## src/rtl/wide_alsu_pkg.sv

```systemverilog
// Package: shared function codes for the wide-result ALU.
// Assumes op codes are 4 bits wide; codes above OP_DIV are reserved.
package wide_alsu_pkg;

    typedef enum logic [3:0] {
        OP_ADD   = 4'd0,
        OP_SUB   = 4'd1,
        OP_AND   = 4'd2,
        OP_OR    = 4'd3,
        OP_NOT   = 4'd4,
        OP_ADDS  = 4'd5,
        OP_ADDL  = 4'd6,
        OP_MUL   = 4'd7,
        OP_DIV   = 4'd8
    } alsu_op_e;

    // Codes whose result fits in the primary register only.
    function automatic logic is_narrow(input logic [3:0] code);
        return code <= 4'd6;
    endfunction

endpackage

```

## src/rtl/wide_alsu_logic.sv

```systemverilog
// Single-width arithmetic and logic section.
// Computes add, subtract, and, or, not and the two immediate adds.
// Assumes the short and long immediates sit right-aligned in imm.
// The result is combinational and is meaningful only for the narrow codes.
module wide_alsu_logic
    import wide_alsu_pkg::*;
#(
    parameter int W     = 16,
    parameter int IMM_S = 5,
    parameter int IMM_L = 8
) (
    input  logic [3:0]       op,
    input  logic [W-1:0]     a,
    input  logic [W-1:0]     b,
    input  logic [IMM_L-1:0] imm,
    output logic [W-1:0]     res
);
    localparam int PAD_S = W - IMM_S;
    localparam int PAD_L = W - IMM_L;

    logic [W-1:0] imm_short_x;
    logic [W-1:0] imm_long_x;

    // Widen both constants by replicating their top bit.
    always_comb begin
        imm_short_x = {{PAD_S{imm[IMM_S-1]}}, imm[IMM_S-1:0]};
        imm_long_x  = {{PAD_L{imm[IMM_L-1]}}, imm};
    end

    // Pick the single-width result for the selected code.
    always_comb begin
        unique case (op)
            OP_ADD:  res = a + b;
            OP_SUB:  res = a - b;
            OP_AND:  res = a & b;
            OP_OR:   res = a | b;
            OP_NOT:  res = ~b;
            OP_ADDS: res = a + imm_short_x;
            OP_ADDL: res = a + imm_long_x;
            default: res = '0;
        endcase
    end
endmodule

```

## src/rtl/wide_alsu_mul.sv

```systemverilog
// Unsigned W x W multiplier built as an unrolled shift-add chain.
// Each stage conditionally adds the shifted multiplicand.
// Assumes unsigned operands. The product is combinational and 2W bits wide.
module wide_alsu_mul #(
    parameter int W = 16
) (
    input  logic [W-1:0]   a,
    input  logic [W-1:0]   b,
    output logic [2*W-1:0] prod
);
    localparam int W2 = 2 * W;

    logic [W:0][W2-1:0] acc;
    logic [W2-1:0]      a_wide;

    // Zero-extend the multiplicand to the product width.
    always_comb a_wide = {{W{1'b0}}, a};

    assign acc[0] = '0;

    for (genvar i = 0; i < W; i++) begin : g_stage
        // Add the multiplicand shifted by i when bit i of the multiplier is set.
        assign acc[i+1] = acc[i] + (b[i] ? (a_wide << i) : '0);
    end

    assign prod = acc[W];
endmodule

```

## src/rtl/wide_alsu_div.sv

```systemverilog
// Unsigned 2W-by-W divider built as an unrolled restoring chain.
// One stage per dividend bit, starting with the most significant bit.
// Assumes a nonzero divisor for meaningful output. The caller handles a zero
// divisor. The full 2W-bit quotient is returned so that overflow can be seen.
module wide_alsu_div #(
    parameter int W = 16
) (
    input  logic [2*W-1:0] dvd,
    input  logic [W-1:0]   dvs,
    output logic [2*W-1:0] quo,
    output logic [W-1:0]   rem
);
    localparam int W2 = 2 * W;

    logic [W2:0][W-1:0] part;
    logic [W:0]         dvs_x;

    // Widen the divisor by one bit to compare against the shifted remainder.
    always_comb dvs_x = {1'b0, dvs};

    assign part[0] = '0;

    for (genvar i = 0; i < W2; i++) begin : g_step
        logic [W:0] trial;
        logic [W:0] diff;
        logic       fits;
        // Shift in the next dividend bit and subtract the divisor when it fits.
        assign trial = {part[i], dvd[W2-1-i]};
        assign fits  = (trial >= dvs_x);
        assign diff  = trial - dvs_x;
        assign quo[W2-1-i] = fits;
        assign part[i+1]   = fits ? diff[W-1:0] : trial[W-1:0];
    end

    assign rem = part[W2];
endmodule

```

## src/rtl/wide_alsu.sv

```systemverilog
// Wide-result ALU top.
// Selects among single-width, multiply and divide results and registers them
// into the primary and high result registers on a load strobe.
// Assumes inputs are stable in the load cycle. All results appear one edge later.
// Reset is synchronous and active low.
module wide_alsu
    import wide_alsu_pkg::*;
#(
    parameter int W     = 16,
    parameter int IMM_S = 5,
    parameter int IMM_L = 8
) (
    input  logic             clk,
    input  logic             rst_n,
    input  logic [3:0]       op_sel,
    input  logic             load,
    input  logic [W-1:0]     a_in,
    input  logic [W-1:0]     ah_in,
    input  logic [W-1:0]     bus_in,
    input  logic [IMM_L-1:0] imm_in,
    output logic [W-1:0]     c_out,
    output logic [W-1:0]     ch_out,
    output logic             div_err,
    output logic             div_ovf
);
    localparam int W2 = 2 * W;

    logic [W-1:0]  narrow_res;
    logic [W2-1:0] product;
    logic [W2-1:0] quotient;
    logic [W-1:0]  remainder;
    logic          dvs_zero;
    logic          quo_wide;

    wide_alsu_logic #(.W(W), .IMM_S(IMM_S), .IMM_L(IMM_L)) u_logic (
        .op  (op_sel),
        .a   (a_in),
        .b   (bus_in),
        .imm (imm_in),
        .res (narrow_res)
    );

    wide_alsu_mul #(.W(W)) u_mul (
        .a    (a_in),
        .b    (bus_in),
        .prod (product)
    );

    wide_alsu_div #(.W(W)) u_div (
        .dvd ({ah_in, a_in}),
        .dvs (bus_in),
        .quo (quotient),
        .rem (remainder)
    );

    // Classify the divide outcome.
    always_comb begin
        dvs_zero = (bus_in == '0);
        quo_wide = !dvs_zero && (quotient[W2-1:W] != '0);
    end

    // Result and flag registers: capture on load for the valid codes.
    always_ff @(posedge clk) begin
        if (!rst_n) begin
            c_out   <= '0;
            ch_out  <= '0;
            div_err <= 1'b0;
            div_ovf <= 1'b0;
        end else if (load) begin
            if (is_narrow(op_sel)) begin
                c_out   <= narrow_res;
                div_err <= 1'b0;
                div_ovf <= 1'b0;
            end else if (op_sel == OP_MUL) begin
                c_out   <= product[W-1:0];
                ch_out  <= product[W2-1:W];
                div_err <= 1'b0;
                div_ovf <= 1'b0;
            end else if (op_sel == OP_DIV) begin
                div_err <= dvs_zero;
                div_ovf <= quo_wide;
                if (dvs_zero) begin
                    c_out  <= '1;
                    ch_out <= a_in;
                end else begin
                    c_out  <= quotient[W-1:0];
                    ch_out <= remainder;
                end
            end
        end
    end
endmodule

```

## config.mk

```make
export PLATFORM = sky130hd
export DESIGN_NAME = wide_alsu
export DESIGN_NICKNAME = d
export VERILOG_FILES = /design/src/rtl/wide_alsu_pkg.sv /design/src/rtl/wide_alsu_logic.sv /design/src/rtl/wide_alsu_mul.sv /design/src/rtl/wide_alsu_div.sv /design/src/rtl/wide_alsu.sv
export SDC_FILE = /design/constraint.sdc
export NUM_CORES = 2
export LEC_CHECK = 0
export BUFFER_PORTS_ARGS = -buffer_cell sky130_fd_sc_hd__buf_2
export CAP_MARGIN = 0
export CORE_AREA = 2 2 320 322
export CTS_CLUSTER_DIAMETER = 80
export DETAILED_ROUTE_END_ITERATION = 16
export DIE_AREA = 0 0 322 324
export PLACE_DENSITY_LB_ADDON = 0.1
export SLEW_MARGIN = 20
export SYNTH_ARGS = -nofsm -noshare
export SYNTH_HDL_FRONTEND = slang
export SYNTH_SLANG_ARGS = --single-unit
```

## constraint.sdc

```tcl
create_clock -name clk -period 117.8 [get_ports clk]
set_clock_uncertainty 0.1 [all_clocks]
set_input_delay 5.89 -clock clk [delete_from_list [all_inputs] [get_ports clk]]
set_output_delay 5.89 -clock clk [all_outputs]
set_load 0.005 [all_outputs]
```

==> results.cfg <==
[setup_path]
critPathCapture = ch_out[3]
crit_type = in -> reg
rrSetupSlack_ps = 116870
setup.worst_path.start = bus_in[10]
r2r_cells = 2
crit_path_end_kind = flip-flop
cp.required_ps = 117860
regToRegEndpoint = c_out[10]
critPathArrivalTime_ps = 109830
timing.rr.start = c_out[10]
critPathMaxStageDelay_ps = 710
crit_slowest_cell = or4b_2
worst-path-max-fanout = 16
start_kind = primary input
cp_common_cell = a21o_1

[route]
drc = 0
wl_per_cell_um = 23.12
num_vias = 40876
drtIter0Drc = 3142
drt-total-wl_um = 158600
post_drt_via_cell_ratio = 5.961
antenna_left = 0
drt_first_pass_iters = 5

[clocking]
clock_latency_ps = 280
path_clk_slew_ps = 60
numCtsBuffers = 5
hold_buffers = 0
cts_max_level = 2
clock-root-buffer = clkbuf_16
cts_tree = built
clockBufferDepth = 2
cts_sinks = 34

[logic_synthesis]
synth_top_cell_area_share_pct = 19.51
netlist_area_um2 = 40080
yosys_warnings = 0
synthArstFlopShare_pct = 0
syn_inst = 5298
synth_edf_count = 0
ys.flop_type = dfxtp_1
synthTopCellsByArea = ha_1 20%, fa_1 11%, mux2_2 5.1%, nand2_1 4.9%, xnor2_1 4.7%
synth_top_area_cell = ha_1
ys_ff_latch = 34
ys_seq_area_share_pct = 1.698
syn_nets = 6216
synth.distinct_cells = 124
syn_area_per_cell_um2 = 7.565

[cells_and_area]
area_growth_pct = 12.31
drive_gt1_share_pct = 15.18
nets = 6464
final_common_cell = ha_1
finish.utilization_pct = 44.56
final_cell_mix = 616 x ha_1, 509 x nand2_1, 467 x inv_1
design_area_um2 = 45010
fill_cells = 10375
instances_no_fill = 6857

[grt]
grt-ovfl-total = 0
grt.total_usage_pct = 29.37
grt_pass1_wl_um = 237500
grt_max_degree = 38
antenna_found_initial = 7
grt_pass1_vias = 39166

[die]
core_area_um2 = 101000
die_x_um = 322
rows = 117
die-area_um2 = 104300
die_h_um = 324
initial_core_util_pct = 39.68
io_pins = 97

[place]
dp_hpwl_um = 122100
io_buffers = 96
dpl.cell_count = 6751
post_dp_cell_area_um2 = 43120
routabilityCongestion = 0.9434

[sta]
max_slew_margin_pct = 25.64
timing.final.crit_share_pct = 93.19
final-hold-violation-count = 0
worst_pin_slew_ps = 1105
holdWs_ps = 367.1
slew_violations = 0
period_minus_slack_ps = 109770
fmax_mhz = 9.110
setup-violations-final = 0

[flow_run]
maxCapViolCount = 0

[hold_path]
min_path_type = reg -> reg

[status]
outcome = complete, no violations
-- stage by stage --
step	setup WS, ps	TNS (ps)
CTS	97.82	0
finish	8025	0
global route	-503.5	-7604
global placement	-428.2	-4823
detailed placement	-2449	-39400
floorplan	169.2	0
-- timing repair --
action | 4_1_cts | 5_1_grt
cloned | 0 | 5
endpoints found under the setup margin | 17 | 19
resized for setup | 23 | 258
pin swaps | 3 | 62
buffers inserted | 5 | 87
-- synthesized netlist by cell type (15+ instances only) --
| cell type | instances |
|---|---|
| nand2b_1 | 81 |
| xnor2_1 | 215 |
| clkbuf_1 | 104 |
| nor3_1 | 66 |
| nand4_1 | 119 |
| mux2_1 | 15 |
| o21a_1 | 47 |
| xor2_1 | 169 |
| a221oi_1 | 34 |
| a21oi_1 | 332 |
| o21ai_0 | 354 |
| and3_1 | 27 |
| a22oi_1 | 16 |
| o22ai_1 | 19 |
| or2_2 | 19 |
| buf_1 | 16 |
| buf_2 | 23 |
| dfxtp_1 | 34 |
| nand3_1 | 65 |
| or3_1 | 36 |
| a21o_1 | 222 |
| nor2b_1 | 98 |
| and2_1 | 36 |
| fa_1 | 230 |
| o221ai_1 | 27 |
| nand2_1 | 518 |
| a21boi_0 | 52 |
| o21bai_1 | 56 |
| a211oi_1 | 53 |
| nor4_1 | 47 |
| o31ai_1 | 26 |
| mux2i_1 | 107 |
| o211ai_1 | 35 |
| mux2_2 | 183 |
| a31oi_1 | 39 |
| nor2_1 | 388 |
| inv_1 | 477 |
| ha_1 | 625 |
-- final cells by class --
| cell class | count | area [um2] | share of cell area (%) |
|---|---|---|---|
| multi-input cells | 4622 | 37880 | 84.16 |
| clock inverters | 3 | 68.82 | 0.1529 |
| well taps | 1309 | 1638 | 3.639 |
| repair buffers | 391 | 2766 | 6.146 |
| inverters | 492 | 1849 | 4.108 |
| flip-flops and latches | 34 | 680.7 | 1.512 |
| clock buffers | 5 | 125.1 | 0.2780 |
| diodes | 1 | 2.502 | 0.005559 |
-- worst min-delay path by stage --
stage                 start  endpoint  slack (ps)  depth (start not counted)
CTS                 div_err   div_err         370                          2
detailed placement  div_err   div_err         360                          2
finish              div_err   div_err         370                          2
global placement    div_err   div_err         360                          2
global route        div_ovf   div_ovf         400                          2
floorplan           div_err   div_err         360                          2
-- worst max-delay path: cells and delay by family --
| kind | cells | cell delay (ps) |
|---|---|---|
| AO/OA/AOI/OAI | 378 | 65660 |
| AND/OR/NAND/NOR | 103 | 18360 |
| adder cells (fa/ha/maj) | 31 | 8710 |
| multiplexers | 20 | 6430 |
| buffers and inverters | 35 | 4530 |
-- logic make-up after synthesis --
family	share of synthesized area (%)
multiplexers	8.570
XOR/XNOR	8.392
adder cells (fa/ha/maj)	31.27
flip-flops	1.698
AND/OR/NAND/NOR	18.62
buffers and inverters	6.362
AO/OA/AOI/OAI	25.08
-- layer usage --
| metal | track usage [%] | vias up | part of all wire (%) |
|---|---|---|---|
| li1 | - | 19622 | - |
| met1 | 41.27 | 19650 | 47 |
| met2 | 48.15 | 1353 | 45 |
| met3 | 2.834 | 245 | 5.9 |
| met4 | 7.072 | 6 | 2.8 |
| met5 | 0 | - | 0.021 |
-- registers in the layout, indices dropped and copies added, names as in the netlist --
register	flops
c_out	16
ch_out	16
div_err	1
div_ovf	1
Power is left out: the tool's default activity adds up to more than one toggle a clock period on the data nets, which glitch-free logic cannot reach.
